$ cat config.mk
export PLATFORM = sky130hd
export DESIGN_NAME = isa8_slave
export DESIGN_NICKNAME = d
export VERILOG_FILES = /design/src/rtl/isa8_slave_pkg.sv /design/src/rtl/isa8_slave_sync.sv /design/src/rtl/isa8_slave_window.sv /design/src/rtl/isa8_slave_ctrl.sv /design/src/rtl/isa8_slave.sv
export SDC_FILE = /design/constraint.sdc
export NUM_CORES = 1
export LEC_CHECK = 0
export BUFFER_PORTS_ARGS = -buffer_cell sky130_fd_sc_hd__buf_2
export CAP_MARGIN = 20
export CORE_MARGIN = 4
export CORE_UTILIZATION = 40
export CTS_CLUSTER_SIZE = 30
export DETAILED_ROUTE_END_ITERATION = 8
export HOLD_SLACK_MARGIN = 0.02
export PLACE_DENSITY = 0.66
export SLEW_MARGIN = 20
export SYNTH_ARGS = -nofsm -noshare
export SYNTH_HDL_FRONTEND = slang
export SYNTH_HIERARCHICAL = 1
export SYNTH_SLANG_ARGS = --single-unit
$ cat constraint.sdc
create_clock -name clk -period 5.96 [get_ports clk]
set_input_delay 0.596 -clock clk [delete_from_list [all_inputs] [get_ports clk]]
set_output_delay 0.596 -clock clk [all_outputs]
set_load 0.01 [all_outputs]
$ cat src/rtl/isa8_slave_pkg.sv
package isa8_slave_pkg;

   typedef enum logic [1:0] {
      XS_IDLE = 2'd0,
      XS_BUSY = 2'd1,
      XS_DONE = 2'd2
   } xfer_state_e;

   // host strobe bundle, all active low as seen on the bus
   typedef struct packed {
      logic qual_n;
      logic iowr_n;
      logic iord_n;
      logic memwr_n;
      logic memrd_n;
   } strobe_t;

   localparam int STROBE_W = $bits(strobe_t);

endpackage

$ cat src/rtl/isa8_slave_sync.sv
module isa8_slave_sync #(
   parameter int          W       = 5,
   parameter int          STAGES  = 2,
   parameter logic [W-1:0] RST_VAL = '1
) (
   input  logic         clk,
   input  logic         rst_n,
   input  logic [W-1:0] d,
   output logic [W-1:0] q
);

   generate
      if (STAGES <= 1) begin : g_single
         logic [W-1:0] r;
         always_ff @(posedge clk or negedge rst_n) begin
            if (!rst_n) r <= RST_VAL;
            else        r <= d;
         end
         assign q = r;
      end else begin : g_chain
         logic [W-1:0] chain [STAGES];
         always_ff @(posedge clk or negedge rst_n) begin
            if (!rst_n) begin
               for (int i = 0; i < STAGES; i++) chain[i] <= RST_VAL;
            end else begin
               chain[0] <= d;
               for (int i = 1; i < STAGES; i++) chain[i] <= chain[i-1];
            end
         end
         assign q = chain[STAGES-1];
      end
   endgenerate

endmodule

$ cat src/rtl/isa8_slave_window.sv
module isa8_slave_window #(
   parameter int AW = 24
) (
   input  logic [AW-1:0] addr,
   input  logic [AW-1:0] base,
   input  logic [AW-1:0] size,
   output logic          hit
);

   logic [AW-1:0] offset;

   // unsigned wrap folds both bounds into one compare
   assign offset = addr - base;
   assign hit    = (offset < size);

endmodule

$ cat src/rtl/isa8_slave_ctrl.sv
module isa8_slave_ctrl
   import isa8_slave_pkg::*;
#(
   parameter int ADDR_W = 24,
   parameter int DATA_W = 8,
   parameter int TO_W   = 8
) (
   input  logic              clk,
   input  logic              rst_n,
   input  strobe_t           strb,
   input  logic              mem_hit,
   input  logic              io_hit,
   input  logic [ADDR_W-1:0] addr_q,
   input  logic [DATA_W-1:0] data_in,
   input  logic [TO_W-1:0]   cfg_timeout,
   input  logic              loc_ack,
   input  logic [DATA_W-1:0] loc_rdata,
   output logic              loc_req,
   output logic              loc_we,
   output logic              loc_is_io,
   output logic [ADDR_W-1:0] loc_addr,
   output logic [DATA_W-1:0] loc_wdata,
   output logic [DATA_W-1:0] rdata_q,
   output logic              timeout_flag,
   output logic              in_done
);

   xfer_state_e state;
   logic [TO_W-1:0] wait_cnt;
   logic mem_go, io_go, all_idle;

   assign mem_go   = (!strb.memrd_n || !strb.memwr_n) && mem_hit;
   assign io_go    = (!strb.iord_n || !strb.iowr_n) && io_hit && !strb.qual_n;
   assign all_idle = strb.memrd_n && strb.memwr_n && strb.iord_n && strb.iowr_n;
   assign in_done  = (state == XS_DONE);

   always_ff @(posedge clk or negedge rst_n) begin
      if (!rst_n) begin
         state        <= XS_IDLE;
         loc_req      <= 1'b0;
         loc_we       <= 1'b0;
         loc_is_io    <= 1'b0;
         loc_addr     <= '0;
         loc_wdata    <= '0;
         rdata_q      <= '0;
         wait_cnt     <= '0;
         timeout_flag <= 1'b0;
      end else begin
         unique case (state)
            XS_IDLE: begin
               if (mem_go || io_go) begin
                  state     <= XS_BUSY;
                  loc_req   <= 1'b1;
                  loc_we    <= mem_go ? !strb.memwr_n : !strb.iowr_n;
                  loc_is_io <= !mem_go;
                  loc_addr  <= addr_q;
                  loc_wdata <= data_in;
                  wait_cnt  <= '0;
               end
            end
            XS_BUSY: begin
               if (loc_ack) begin
                  loc_req <= 1'b0;
                  rdata_q <= loc_rdata;
                  state   <= XS_DONE;
               end else if (wait_cnt == (cfg_timeout - TO_W'(1))) begin
                  loc_req      <= 1'b0;
                  rdata_q      <= '1;
                  timeout_flag <= 1'b1;
                  state        <= XS_DONE;
               end else begin
                  wait_cnt <= wait_cnt + TO_W'(1);
               end
            end
            XS_DONE: begin
               if (all_idle) state <= XS_IDLE;
            end
            default: state <= XS_IDLE;
         endcase
      end
   end

endmodule

$ cat src/rtl/isa8_slave.sv
module isa8_slave
   import isa8_slave_pkg::*;
#(
   parameter int ADDR_W      = 24,
   parameter int IO_AW       = 16,
   parameter int DATA_W      = 8,
   parameter int SYNC_STAGES = 2,
   parameter int TO_W        = 8
) (
   input  logic              clk,
   input  logic              rst_n,
   input  logic [ADDR_W-1:0] host_addr,
   input  logic              host_addr_latch,
   input  logic              host_io_qual_n,
   input  logic              host_memrd_n,
   input  logic              host_memwr_n,
   input  logic              host_iord_n,
   input  logic              host_iowr_n,
   input  logic [DATA_W-1:0] host_data_in,
   output logic [DATA_W-1:0] host_data_out,
   output logic              host_data_oe,
   output logic              host_ready,
   input  logic [ADDR_W-1:0] cfg_mem_base,
   input  logic [ADDR_W-1:0] cfg_mem_size,
   input  logic [IO_AW-1:0]  cfg_io_base,
   input  logic [IO_AW-1:0]  cfg_io_size,
   input  logic [TO_W-1:0]   cfg_timeout,
   output logic              loc_req,
   output logic              loc_we,
   output logic              loc_is_io,
   output logic [ADDR_W-1:0] loc_addr,
   output logic [DATA_W-1:0] loc_wdata,
   input  logic              loc_ack,
   input  logic [DATA_W-1:0] loc_rdata,
   output logic              timeout_flag
);

   initial begin : param_chk
      assert (IO_AW <= ADDR_W) else $error("IO_AW must not exceed ADDR_W");
      assert (SYNC_STAGES >= 1) else $error("SYNC_STAGES must be at least 1");
      assert (TO_W >= 1) else $error("TO_W must be at least 1");
   end

   logic [ADDR_W-1:0] addr_q;
   logic              mem_hit, io_hit, in_done;
   logic [DATA_W-1:0] rdata_q;
   strobe_t           raw_strb, sync_strb;

   always_ff @(posedge clk or negedge rst_n) begin
      if (!rst_n)               addr_q <= '0;
      else if (host_addr_latch) addr_q <= host_addr;
   end

   assign raw_strb = '{qual_n:  host_io_qual_n,
                       iowr_n:  host_iowr_n,
                       iord_n:  host_iord_n,
                       memwr_n: host_memwr_n,
                       memrd_n: host_memrd_n};

   isa8_slave_sync #(.W(STROBE_W), .STAGES(SYNC_STAGES), .RST_VAL('1)) u_sync (
      .clk (clk),
      .rst_n (rst_n),
      .d (raw_strb),
      .q (sync_strb)
   );

   isa8_slave_window #(.AW(ADDR_W)) u_mem_win (
      .addr (addr_q),
      .base (cfg_mem_base),
      .size (cfg_mem_size),
      .hit  (mem_hit)
   );

   isa8_slave_window #(.AW(IO_AW)) u_io_win (
      .addr (addr_q[IO_AW-1:0]),
      .base (cfg_io_base),
      .size (cfg_io_size),
      .hit  (io_hit)
   );

   isa8_slave_ctrl #(.ADDR_W(ADDR_W), .DATA_W(DATA_W), .TO_W(TO_W)) u_ctrl (
      .clk          (clk),
      .rst_n        (rst_n),
      .strb         (sync_strb),
      .mem_hit      (mem_hit),
      .io_hit       (io_hit),
      .addr_q       (addr_q),
      .data_in      (host_data_in),
      .cfg_timeout  (cfg_timeout),
      .loc_ack      (loc_ack),
      .loc_rdata    (loc_rdata),
      .loc_req      (loc_req),
      .loc_we       (loc_we),
      .loc_is_io    (loc_is_io),
      .loc_addr     (loc_addr),
      .loc_wdata    (loc_wdata),
      .rdata_q      (rdata_q),
      .timeout_flag (timeout_flag),
      .in_done      (in_done)
   );

   // stretch straight from the raw strobe so the host sees it in time
   assign host_ready    = !((!host_memrd_n || !host_memwr_n) && mem_hit && !in_done);
   assign host_data_oe  = (!host_memrd_n && mem_hit) ||
                          (!host_iord_n && !host_io_qual_n && io_hit);
   assign host_data_out = rdata_q;

endmodule

# [Word-level counts from Yosys, hierarchy flattened]
# Cells that the tools add are included.
[classes] n_addsub=4 multipliers=0 n_div=0 order_cmp=2 eq_ne=8 shifts=0 mux=16 bitwise=1 n_reduce_logical=37
[ops] operator="8-bit 2-to-1 mux" count=5
[ops] operator="24-bit less-than comparator" count=1
[ops] operator="24-bit subtractor" count=1
[ops] operator="16-bit less-than comparator" count=1
[ops] operator="8-bit one-hot mux with 2 select lines" count=1
[ops] operator="16-bit subtractor" count=1
[ops] operator="1-bit zero test" count=12
[ops] operator="1-bit logical AND" count=11
[ops] operator="3-bit AND reduction" count=3
[ops] operator="8-bit by 1-bit adder with 8-bit output (second input constant)" count=1
[ops] operator="8-bit equality test" count=1
[ops] operator="2-bit 2-to-1 mux" count=4
[ops] operator="8-bit by 1-bit subtractor with 8-bit output (second input constant)" count=1
[ops] operator="2-bit one-hot mux with 3 select lines" count=1
[ops] operator="1-bit logical OR" count=5
[ops] operator="1-bit 2-to-1 mux" count=4
[ops] operator="2-bit by 1-bit inequality test with 1-bit output (second input constant)" count=2
[ops] operator="2-bit inequality test (second input constant)" count=2
[ops] operator="2-bit AND reduction" count=2
[ops] operator="4-bit AND reduction" count=1
[ops] operator="2-bit nonzero test" count=2
[ops] operator="3-bit by 2-bit inequality test with 1-bit output (second input constant)" count=1
[ops] operator="2-bit by 1-bit equality test with 1-bit output (second input constant)" count=1
[ops] operator="2-bit equality test (second input constant)" count=1
[ops] operator="3 further kinds" count=3
[totals] regBits=88 latch_bits=0 ram_bits=0 rom_bits=0 in_bits=137 output_inout_bits=46 word_cells=80 n_memories=0

# [Logic depth before layout (Yosys ltp)]
# Gate-level depths: netlist (run 1).
[depth] word_depth=7 ltp_mapped=24 ltp_nobuf=22

# [Hierarchy]
# Netlist (run 1), hierarchy kept.
[by_module_without_submodules] mod="isa8_slave_ctrl" instances=1 cells_per_inst=290 area_per_inst_um2=2573.7 seq_area_each_um2=1351.3
[by_module_without_submodules] mod="isa8_slave_window (u_mem_win)" instances=1 cells_per_inst=259 area_per_inst_um2=1834.3 seq_area_each_um2=0.0
[by_module_without_submodules] mod="isa8_slave_window (u_io_win)" instances=1 cells_per_inst=150 area_per_inst_um2=1103.6 seq_area_each_um2=0.0
[by_module_without_submodules] mod="isa8_slave" instances=1 cells_per_inst=55 area_per_inst_um2=1022.2 seq_area_each_um2=600.6
[by_module_without_submodules] mod="isa8_slave_sync" instances=1 cells_per_inst=15 area_per_inst_um2=300.3 seq_area_each_um2=262.8

# [Least setup slack after synthesis (run 1)]
# OpenSTA, ideal clock, no wires.
[synth_timing] kind="input to register" start="input port cfg_mem_base[0]" end="register u_ctrl.loc_addr[10]" setup_ns=0.065 arrival_time_ns=4.537 required_time_ns=5.895 slack_ns=1.358 stages=22 path_buffers=1 cell_sequence="ha_1 -> inv_1 -> fa_1 -> a21oi_2 -> o21ai_2 -> a221o_1 -> a21oi_1 -> a21oi_1 -> xor2_1 -> ha_1 -> a21o_1 -> a21o_1 -> a221oi_1 -> o22ai_1 -> a211o_1 -> a21oi_1 -> and2_1 -> a31oi_1 -> nor3_1 -> clkbuf_1 -> nand2_1 -> nand2_1"
[synth_between] elab_chain_cells=5
[synth_lines] element="start, declared" line="isa8_slave.sv:23" text="input logic [ADDR_W-1:0] cfg_mem_base,"
[synth_lines] element="24-bit subtractor" line="isa8_slave_window.sv:13" text="assign offset = addr - base;"
[synth_lines] element="24-bit less-than comparator" line="isa8_slave_window.sv:14" text="assign hit = (offset < size);"
[synth_lines] element="named net mem_hit" line="isa8_slave.sv:45" text="logic mem_hit, io_hit, in_done;"
[synth_lines] element="1-bit logical AND" line="isa8_slave_ctrl.sv:32" text="assign mem_go = (!strb.memrd_n || !strb.memwr_n) && mem_hit;"
[synth_lines] element="1-bit logical OR" line="isa8_slave_ctrl.sv:51" text="if (mem_go || io_go) begin"
[synth_lines] element="2-bit AND reduction (no source line)"
[synth_lines] element="end signal, assigned" line="isa8_slave_ctrl.sv:56" text="loc_addr <= addr_q;"
[synth_lines] element="end, declared" line="isa8_slave_ctrl.sv:21" text="output logic [ADDR_W-1:0] loc_addr,"
# The timed path passes the listed nets, and every way through them passes these cells.
# A chain may end at the register's enable or synchronous reset.

# [Worst setup path in the final report (run 1)]
[layout_timing] start="register addr_q[0]" end="output port host_ready"
[layout_between] elab_chain_cells=5
[layout_lines] element="start, declared" line="isa8_slave.sv:44" text="logic [ADDR_W-1:0] addr_q;"
[layout_lines] element="start signal, assigned" line="isa8_slave.sv:51" text="else if (host_addr_latch) addr_q <= host_addr;"
[layout_lines] element="24-bit subtractor" line="isa8_slave_window.sv:13"
[layout_lines] element="24-bit less-than comparator" line="isa8_slave_window.sv:14"
[layout_lines] element="named net mem_hit" line="isa8_slave.sv:45"
[layout_lines] element="1-bit logical AND (2 in a row)" line="isa8_slave.sv:103" text="assign host_ready = !((!host_memrd_n || !host_memwr_n) && mem_hit && !in_done);"
[layout_lines] element="1-bit zero test" line="isa8_slave.sv:103"
[layout_lines] element="end, declared" line="isa8_slave.sv:22" text="output logic host_ready,"
# The timed path passes the listed nets, and every way through them passes these cells.

==> metrics.txt, run 1 <==
run status finished, final reports clean; cell with the most instances after synthesis sky130_fd_sc_hd__nand2_1; clock-pin slew on the worst setup and hold paths roughly 0.07 ns; Final Hold Vio Count 0; max-cap check violation count 0; share of the yosys chip area belonging to registers between 30% and 40%; Slowest Stage Delay on Critical Path between 0.4 and 0.5 ns; overall via count from detail_route roughly 5800; gr usage total around 17%; count of synthesis-stage warnings from yosys 6; largest net degree at the start of global routing 72; CTS Buffer Depth 2; Required @ worst endpoint 5.36 ns; H-tree depth 3; DR iter-0 viols 324; Std-Cell Rows 47; met1 GRT Util around a quarter; top cell types by occurrence after synthesis 131 x sky130_fd_sc_hd__nand2_1, 92 x sky130_fd_sc_hd__inv_1, 78 x sky130_fd_sc_hd__dfrtp_1, 78 x sky130_fd_sc_hd__ha_1, 48 x sky130_fd_sc_hd__a21oi_1; portion of synthesized cell area occupied by the leading cell type around 29%; clock latency at the later pin of the worst-skew pair 0.34 ns; worst-margin pin slew 0.868 ns; synthesized netlist net count 986; largest cells by area after synthesis sky130_fd_sc_hd__dfrtp_1 29%, sky130_fd_sc_hd__ha_1 14%, sky130_fd_sc_hd__nand2_1 7.2%, sky130_fd_sc_hd__inv_1 5.1%, sky130_fd_sc_hd__mux2_4 4.4%; Final TNS setup 0 ns; signal arrival time at the worst endpoint 4.58 ns; number of synthesized register bits 88; CTS tree done; height of the die around 140 um; Post-CTS Hold Fix Bufs 0; grt met2 use between 20 and 30%; Routed WL per cell between 10 and 15 um; flip-flop cell with the highest count after synthesis sky130_fd_sc_hd__dfrtp_1; shortest period the worst path allows a little over 5 ns; number of antenna violations at the first check in global routing 1; final estimated routing congestion in global placement a little under 0.9; antenna viol nets, final 0; fraction of the cycle the final worst path needs 86.9%; per-instance average area after synthesis 8.89 um2; post-synth cell types 72; slowest stage cell, crit path sky130_fd_sc_hd__dfrtp_1; register-to-register path setup slack 1.07 ns; total congestion overflow after global routing 0; reg-to-reg endpoint u_ctrl/wait_cnt[6]$_DFFE_PN0P_; clock buffer count from CTS 9; worst setup slack after placement around 0.90 ns; effective utilization at floorplan between 40% and 50%; number of instances resized during post-cts repair 0; Post-layout nets between 1000 and 1500; share of synthesized registers carrying an async set or reset 100%; number of vias per cell between 4 and 5; first drt pass iteration count 5; Layout area overhead 20.0%; final setup violation count 0; ratio of cells with drive above 1 in the final layout 28.3%; placed wire-length estimate after detailed placement ~14 mm; number of synthesized flops with an enable pin 0; Mapped Area 6830 um2; antenna diode count 0; type of the most critical hold path primary input to async pin; worst reg2reg path startpoint addr_q[0]$_DFFE_PN0P_; leakage power roughly 4.4 nW; number of non-filler instances in the completed layout around 1200; Filler cells approximately 1600; area taken by multi-input logic gates approximately 4000 um2; DRC 0; area of the core region around 17000 um2; tightest slew margin relative to the limit about 42%; cells after synthesis approximately 770; post-route clock skew about 0.0071 ns; Setup CP Type flop to output port; total clock sinks a little under 90; Slew Limit Fails 0; RSZ-0062 raised after global routing false; number of global-route vias before repair between 5000 and 6000; area leader, netlist sky130_fd_sc_hd__dfrtp_1; chain of cells forming the critical path inv_1, ha_1, inv_1, fa_1, a21oi_2, o21ai_2, a221o_1, a21oi_1, a21oi_1, xor2_1, ha_1, a21o_1, a21o_1, a221oi_1, o22ai_1, a211o_1, a21oi_1, inv_1, a211o_1, buf_2; Die X-Extent between 100 and 150 um; highest clock frequency the design can meet 193 MHz; post-route worst setup slack about 0.78 ns; IO Count between 150 and 200; Post-CTS Setup Bufs 0; Pwr per Cell Area about 330 nW/um2; quantity of I/O buffers inserted on ports 182; worst voltage drop across the vdd grid about 0.00021 V; critical path capture point type output port; wire length of the first global-routing pass between 20 and 30 mm; CP max FO 4; DIE AREA between 15000 and 20000 um2; busiest metal layer after global routing met2; number of cells on the worst reg-to-reg path 23; met3 usage in global routing 2.69%; register area 2210 um2; critical path startpoint category flop; Routed WL between 15 and 20 mm; placed cells 1148; clk root buf sky130_fd_sc_hd__clkbuf_16
-- cell type report --
class | count | area share, %
multi-input cells | 563 | 50.2
flip-flops and latches | 88 | 27.0
repair buffers | 185 | 11.4
inverters | 92 | 4.21
well taps | 220 | 3.36
clock buffers | 9 | 2.75
clock inverters | 7 | 1.07
-- through the flow --
| stage | power [mW] | util [%] | cell area, um2 | hold WS [ns] |
|---|---|---|---|---|
| global placement | 2.14 | 47.4 | 7890 | 0.346 |
| global route | 2.95 | 49.3 | 8200 | 0.120 |
| finish | 2.72 | 49.3 | 8200 | 0.112 |
| floorplan | 1.74 | - | 6830 | 0.300 |
| CTS | 2.76 | 49.3 | 8200 | 0.106 |
| detailed placement | 2.16 | 47.4 | 7890 | 0.347 |
-- worst max path at each step --
stage                                                 end  depth (start not counted)                  start  slack (ns)
after global placement          u_ctrl/loc_we$_DFFE_PN0P_                         23        cfg_mem_base[0]        0.97
after global routing                           host_ready                         20  addr_q[0]$_DFFE_PN0P_        0.46
after floorplan           u_ctrl/loc_addr[10]$_DFFE_PN0P_                         22        cfg_mem_base[0]        1.36
after CTS                                      host_ready                         20  addr_q[0]$_DFFE_PN0P_        0.74
final                                          host_ready                         20  addr_q[0]$_DFFE_PN0P_        0.78
after detailed placement        u_ctrl/loc_we$_DFFE_PN0P_                         23        cfg_mem_base[0]        0.90
-- cells in the final DEF, fill, tap and decap left out, types with 4 or more instances in the layout --
master,count
sky130_fd_sc_hd__a211oi_1,4
sky130_fd_sc_hd__a21o_1,20
sky130_fd_sc_hd__a21oi_1,48
sky130_fd_sc_hd__a21oi_2,5
sky130_fd_sc_hd__a31oi_1,6
sky130_fd_sc_hd__buf_2,181
sky130_fd_sc_hd__buf_4,4
sky130_fd_sc_hd__clkbuf_16,9
sky130_fd_sc_hd__dfrtp_1,78
sky130_fd_sc_hd__dfstp_2,10
sky130_fd_sc_hd__ha_1,78
sky130_fd_sc_hd__inv_1,92
sky130_fd_sc_hd__mux2_2,5
sky130_fd_sc_hd__mux2_4,20
sky130_fd_sc_hd__mux2i_1,8
sky130_fd_sc_hd__nand2_1,131
sky130_fd_sc_hd__nand2b_1,8
sky130_fd_sc_hd__nand3_1,10
sky130_fd_sc_hd__nand4_1,9
sky130_fd_sc_hd__nor2_1,40
sky130_fd_sc_hd__nor2b_1,7
sky130_fd_sc_hd__nor3_1,5
sky130_fd_sc_hd__o211ai_1,4
sky130_fd_sc_hd__o21a_1,9
sky130_fd_sc_hd__o21ai_0,19
sky130_fd_sc_hd__o21ai_1,6
sky130_fd_sc_hd__o21bai_1,7
sky130_fd_sc_hd__o22ai_1,10
sky130_fd_sc_hd__or2_2,4
sky130_fd_sc_hd__xnor2_1,30
sky130_fd_sc_hd__xor2_1,13
-- flip-flops by register name (all words and copies together), names as in the netlist --
signal / cells
addr_q: 24
u_ctrl/loc_req: 1
u_sync/q: 5
u_ctrl/loc_addr: 24
u_ctrl/rdata_q: 8
u_ctrl/loc_wdata: 8
u_ctrl/timeout_flag: 1
u_ctrl/loc_is_io: 1
u_ctrl/wait_cnt: 8
u_ctrl/state: 2
u_ctrl/loc_we: 1
u_sync/g_chain.chain: 5
-- worst max-delay path: cells and delay by family, from the launching register on --
kind / cells / cell delay (ns)
fa+ha+maj: 3 / 0.76
flops: 1 / 0.43
xor+xnor: 1 / 0.15
buf+inv: 4 / 0.37
compound gates: 12 / 2.54
-- metal layers --
metal	share of wire [%]	up-vias
li1	-	2977
met1	48	2614
met2	46	148
met3	5.0	13
met4	1.3	2
met5	0.048	-
-- logic make-up (layout without fill, tap and decap cells) --
kind of cell	count (synthesis)	in the layout	synth area share, %
xor gates and xnor gates	43	43	5.51
buffers and inverters	118	293	7.41
and+or+nand+nor	231	231	15.3
AOI/OAI and AO/OA	176	176	18.1
muxes	33	33	6.39
DFF	88	88	32.4
adders and majority gates	80	80	14.9
-- report_power, final --
| part | internal, mW | switching [mW] | total, mW |
|---|---|---|---|
| clock network | 0.333 | 0.247 | 0.581 |
| logic | 0.534 | 0.709 | 1.24 |
| registers | 0.773 | 0.125 | 0.899 |
No activity file was read; power rests on OpenSTA's default activity.
==> run 2, diff against run 1 <==
--- a/config.mk
+++ b/config.mk
@@ -8,11 +8,12 @@
 export BUFFER_PORTS_ARGS = -buffer_cell sky130_fd_sc_hd__buf_2
 export CAP_MARGIN = 20
 export CORE_MARGIN = 4
-export CORE_UTILIZATION = 40
+export CORE_UTILIZATION = 54
 export CTS_CLUSTER_SIZE = 30
 export DETAILED_ROUTE_END_ITERATION = 8
 export HOLD_SLACK_MARGIN = 0.02
-export PLACE_DENSITY = 0.66
+export PLACE_DENSITY = 0.85
+export REMOVE_ABC_BUFFERS = 1
 export SLEW_MARGIN = 20
 export SYNTH_ARGS = -nofsm -noshare
 export SYNTH_HDL_FRONTEND = slang
==> metrics.txt, run 2 (synthesized netlist as in run 1, its figures left out) <==
worst voltage drop across the vdd grid 0.000162 V (was 0.000213 V); max-cap check violation count 0 (unchanged); largest net degree at the start of global routing 48 (was 72); gr usage total 22.6% (was 17.0%); Final TNS setup 0 ns (unchanged); Routed WL per cell 14.5 um (was 14.3 um); Filler cells 1039 (was 1607); Routed WL 16.2 mm (was 16.6 mm); area of the core region 12200 um2 (was 16600 um2); signal arrival time at the worst endpoint 4.68 ns (was 4.58 ns); clock latency at the later pin of the worst-skew pair 0.34 ns (about the same); tightest slew margin relative to the limit 52.4% (was 42.1%); worst setup slack after placement 0.616 ns (was 0.904 ns); Die X-Extent 120 um (was 139 um); Final Hold Vio Count 0 (unchanged); clock-pin slew on the worst setup and hold paths 0.06 ns (was 0.07 ns); Setup CP Type flop to output port (unchanged); Post-CTS Setup Bufs 0 (unchanged); placed wire-length estimate after detailed placement 13.2 mm (was 13.5 mm); H-tree depth 3 (unchanged); clock buffer count from CTS 9 (unchanged); fraction of the cycle the final worst path needs 88.5% (was 86.9%); leading cell type in the layout, fill and taps excluded sky130_fd_sc_hd__buf_2 (unchanged); run status finished, final reports clean (unchanged); effective utilization at floorplan 56.0% (was 41.1%); shortest period the worst path allows 5.27 ns (was 5.18 ns); type of the most critical hold path primary input to async pin (unchanged); IO Count 183 (unchanged); Pwr per Cell Area 338 nW/um2 (was 332 nW/um2); critical path startpoint category flop (unchanged); ratio of cells with drive above 1 in the final layout 28.3% (about the same); post-route clock skew 0.00965 ns (was 0.00715 ns); number of instances resized during post-cts repair 0 (unchanged); highest clock frequency the design can meet 190 MHz (was 193 MHz); number of antenna violations at the first check in global routing 1 (unchanged); CTS Buffer Depth 2 (unchanged); critical path capture point type output port (unchanged); worst-margin pin slew 0.713 ns (was 0.868 ns); height of the die 120 um (was 139 um); DRC 0 (unchanged); number of global-route vias before repair 5776 (was 5532); CTS tree done (unchanged); DIE AREA 14500 um2 (was 19200 um2); final setup violation count 0 (unchanged); Post-layout nets 1157 (was 1156); Layout area overhead 19.5% (was 20.0%); first drt pass iteration count 5 (unchanged); registers with the most flip-flops addr_q (24), u_ctrl/loc_addr (24) (unchanged); DR iter-0 viols 451 (was 324); total congestion overflow after global routing 0 (unchanged); antenna viol nets, final 0 (unchanged); CP max FO 4 (unchanged); overall via count from detail_route 5886 (was 5754); commonest cells after routing, fill and taps aside 181 x sky130_fd_sc_hd__buf_2, 131 x sky130_fd_sc_hd__nand2_1, 92 x sky130_fd_sc_hd__inv_1 (unchanged); total clock sinks 88 (unchanged); Required @ worst endpoint 5.36 ns (about the same); leakage power 4.45 nW (was 4.44 nW); final estimated routing congestion in global placement 0.895 (was 0.866); RSZ-0062 raised after global routing false (unchanged); quantity of I/O buffers inserted on ports 182 (unchanged); Std-Cell Rows 40 (was 47); number of vias per cell 5.28 (was 4.94); post-route worst setup slack 0.688 ns (was 0.780 ns); clk root buf sky130_fd_sc_hd__clkbuf_16 (unchanged); Post-CTS Hold Fix Bufs 0 (unchanged); wire length of the first global-routing pass 26.6 mm (was 27.3 mm); Slew Limit Fails 0 (unchanged)
## run 2: final timing paths
path / cells after the start / startpoint / slack (ns) / end
setup / recovery: 20 / addr_q[0]$_DFFE_PN0P_ / 0.69 / host_ready
hold / removal: 1 / rst_n / 0.23 / u_ctrl/rdata_q[2]$_DFFE_PN0P_
setup reg to reg: 23 / addr_q[0]$_DFFE_PN0P_ / 0.77 / u_ctrl/loc_addr[7]$_DFFE_PN0P_
hold reg to reg: 0 / u_sync/g_chain.chain[6]$_DFF_PN1_ / 0.35 / u_sync/q[1]$_DFF_PN1_
max in group asynchronous: 2 / rst_n / 4.72 / u_ctrl/loc_wdata[3]$_DFFE_PN0P_
min in group clk: 0 / u_sync/g_chain.chain[6]$_DFF_PN1_ / 0.35 / u_sync/q[1]$_DFF_PN1_
## run 2: final cells by class
class                   instances  area [um2]  area share (%)
multi-input cells             563        4120            50.4
repair buffers                186         943            11.5
flip-flops and latches         88        2210            27.1
diodes                          1        2.50          0.0306
clock inverters                 4        76.3           0.934
well taps                     168         210            2.57
clock buffers                  12         256            3.14
inverters                      92         345            4.23
## run 2: where the power goes
| part | total (mW) | leakage (nW) | switching [mW] | internal, mW |
|---|---|---|---|---|
| sequential | 0.900 | 1.07 | 0.125 | 0.774 |
| combinational | 1.25 | 3.22 | 0.712 | 0.538 |
| clock | 0.614 | 0.159 | 0.223 | 0.391 |
| total | 2.76 | 4.45 | 1.06 | 1.70 |
## run 2: per-layer routing
metal | vias up | track usage, % | part of all wire, %
met5 | - | 0 | 0
met4 | 0 | 8.71 | 2.1
met3 | 19 | 3.09 | 6.1
met2 | 173 | 37.2 | 47
met1 | 2706 | 30.2 | 45
li1 | 2988 | - | -
## run 2: worst max-delay path, cell delays in order, from the launching register on
cell                       delay [ns]
sky130_fd_sc_hd__dfrtp_1         0.42
sky130_fd_sc_hd__inv_1           0.07
sky130_fd_sc_hd__ha_1            0.15
sky130_fd_sc_hd__inv_1           0.05
sky130_fd_sc_hd__fa_1            0.41
sky130_fd_sc_hd__a21oi_2         0.18
sky130_fd_sc_hd__o21ai_2         0.08
sky130_fd_sc_hd__a221o_1         0.38
sky130_fd_sc_hd__a21oi_1         0.24
sky130_fd_sc_hd__a21oi_1         0.11
sky130_fd_sc_hd__xor2_1          0.15
sky130_fd_sc_hd__ha_1            0.18
sky130_fd_sc_hd__a21o_1          0.17
sky130_fd_sc_hd__a21o_1          0.17
sky130_fd_sc_hd__a221oi_1        0.29
sky130_fd_sc_hd__o22ai_1         0.11
sky130_fd_sc_hd__a211o_1         0.29
sky130_fd_sc_hd__a21oi_1         0.36
sky130_fd_sc_hd__inv_1           0.12
sky130_fd_sc_hd__a211o_1         0.25
sky130_fd_sc_hd__buf_2           0.14
## run 2: per-stage QoR
step / hold WS [ns] / total power [mW] / std cells / util, % / cell area, um2
2_1_floorplan: 0.300 / 1.71 / 743 / - / 6670
3_3_place_gp: 0.346 / 2.12 / 1097 / 64.1 / 7830
3_5_place_dp: 0.347 / 2.16 / 1097 / 64.1 / 7830
4_1_cts: 0.240 / 2.78 / 1113 / 66.9 / 8170
5_1_grt: 0.263 / 2.99 / 1114 / 66.9 / 8170
6_report: 0.233 / 2.76 / 1114 / 66.9 / 8170
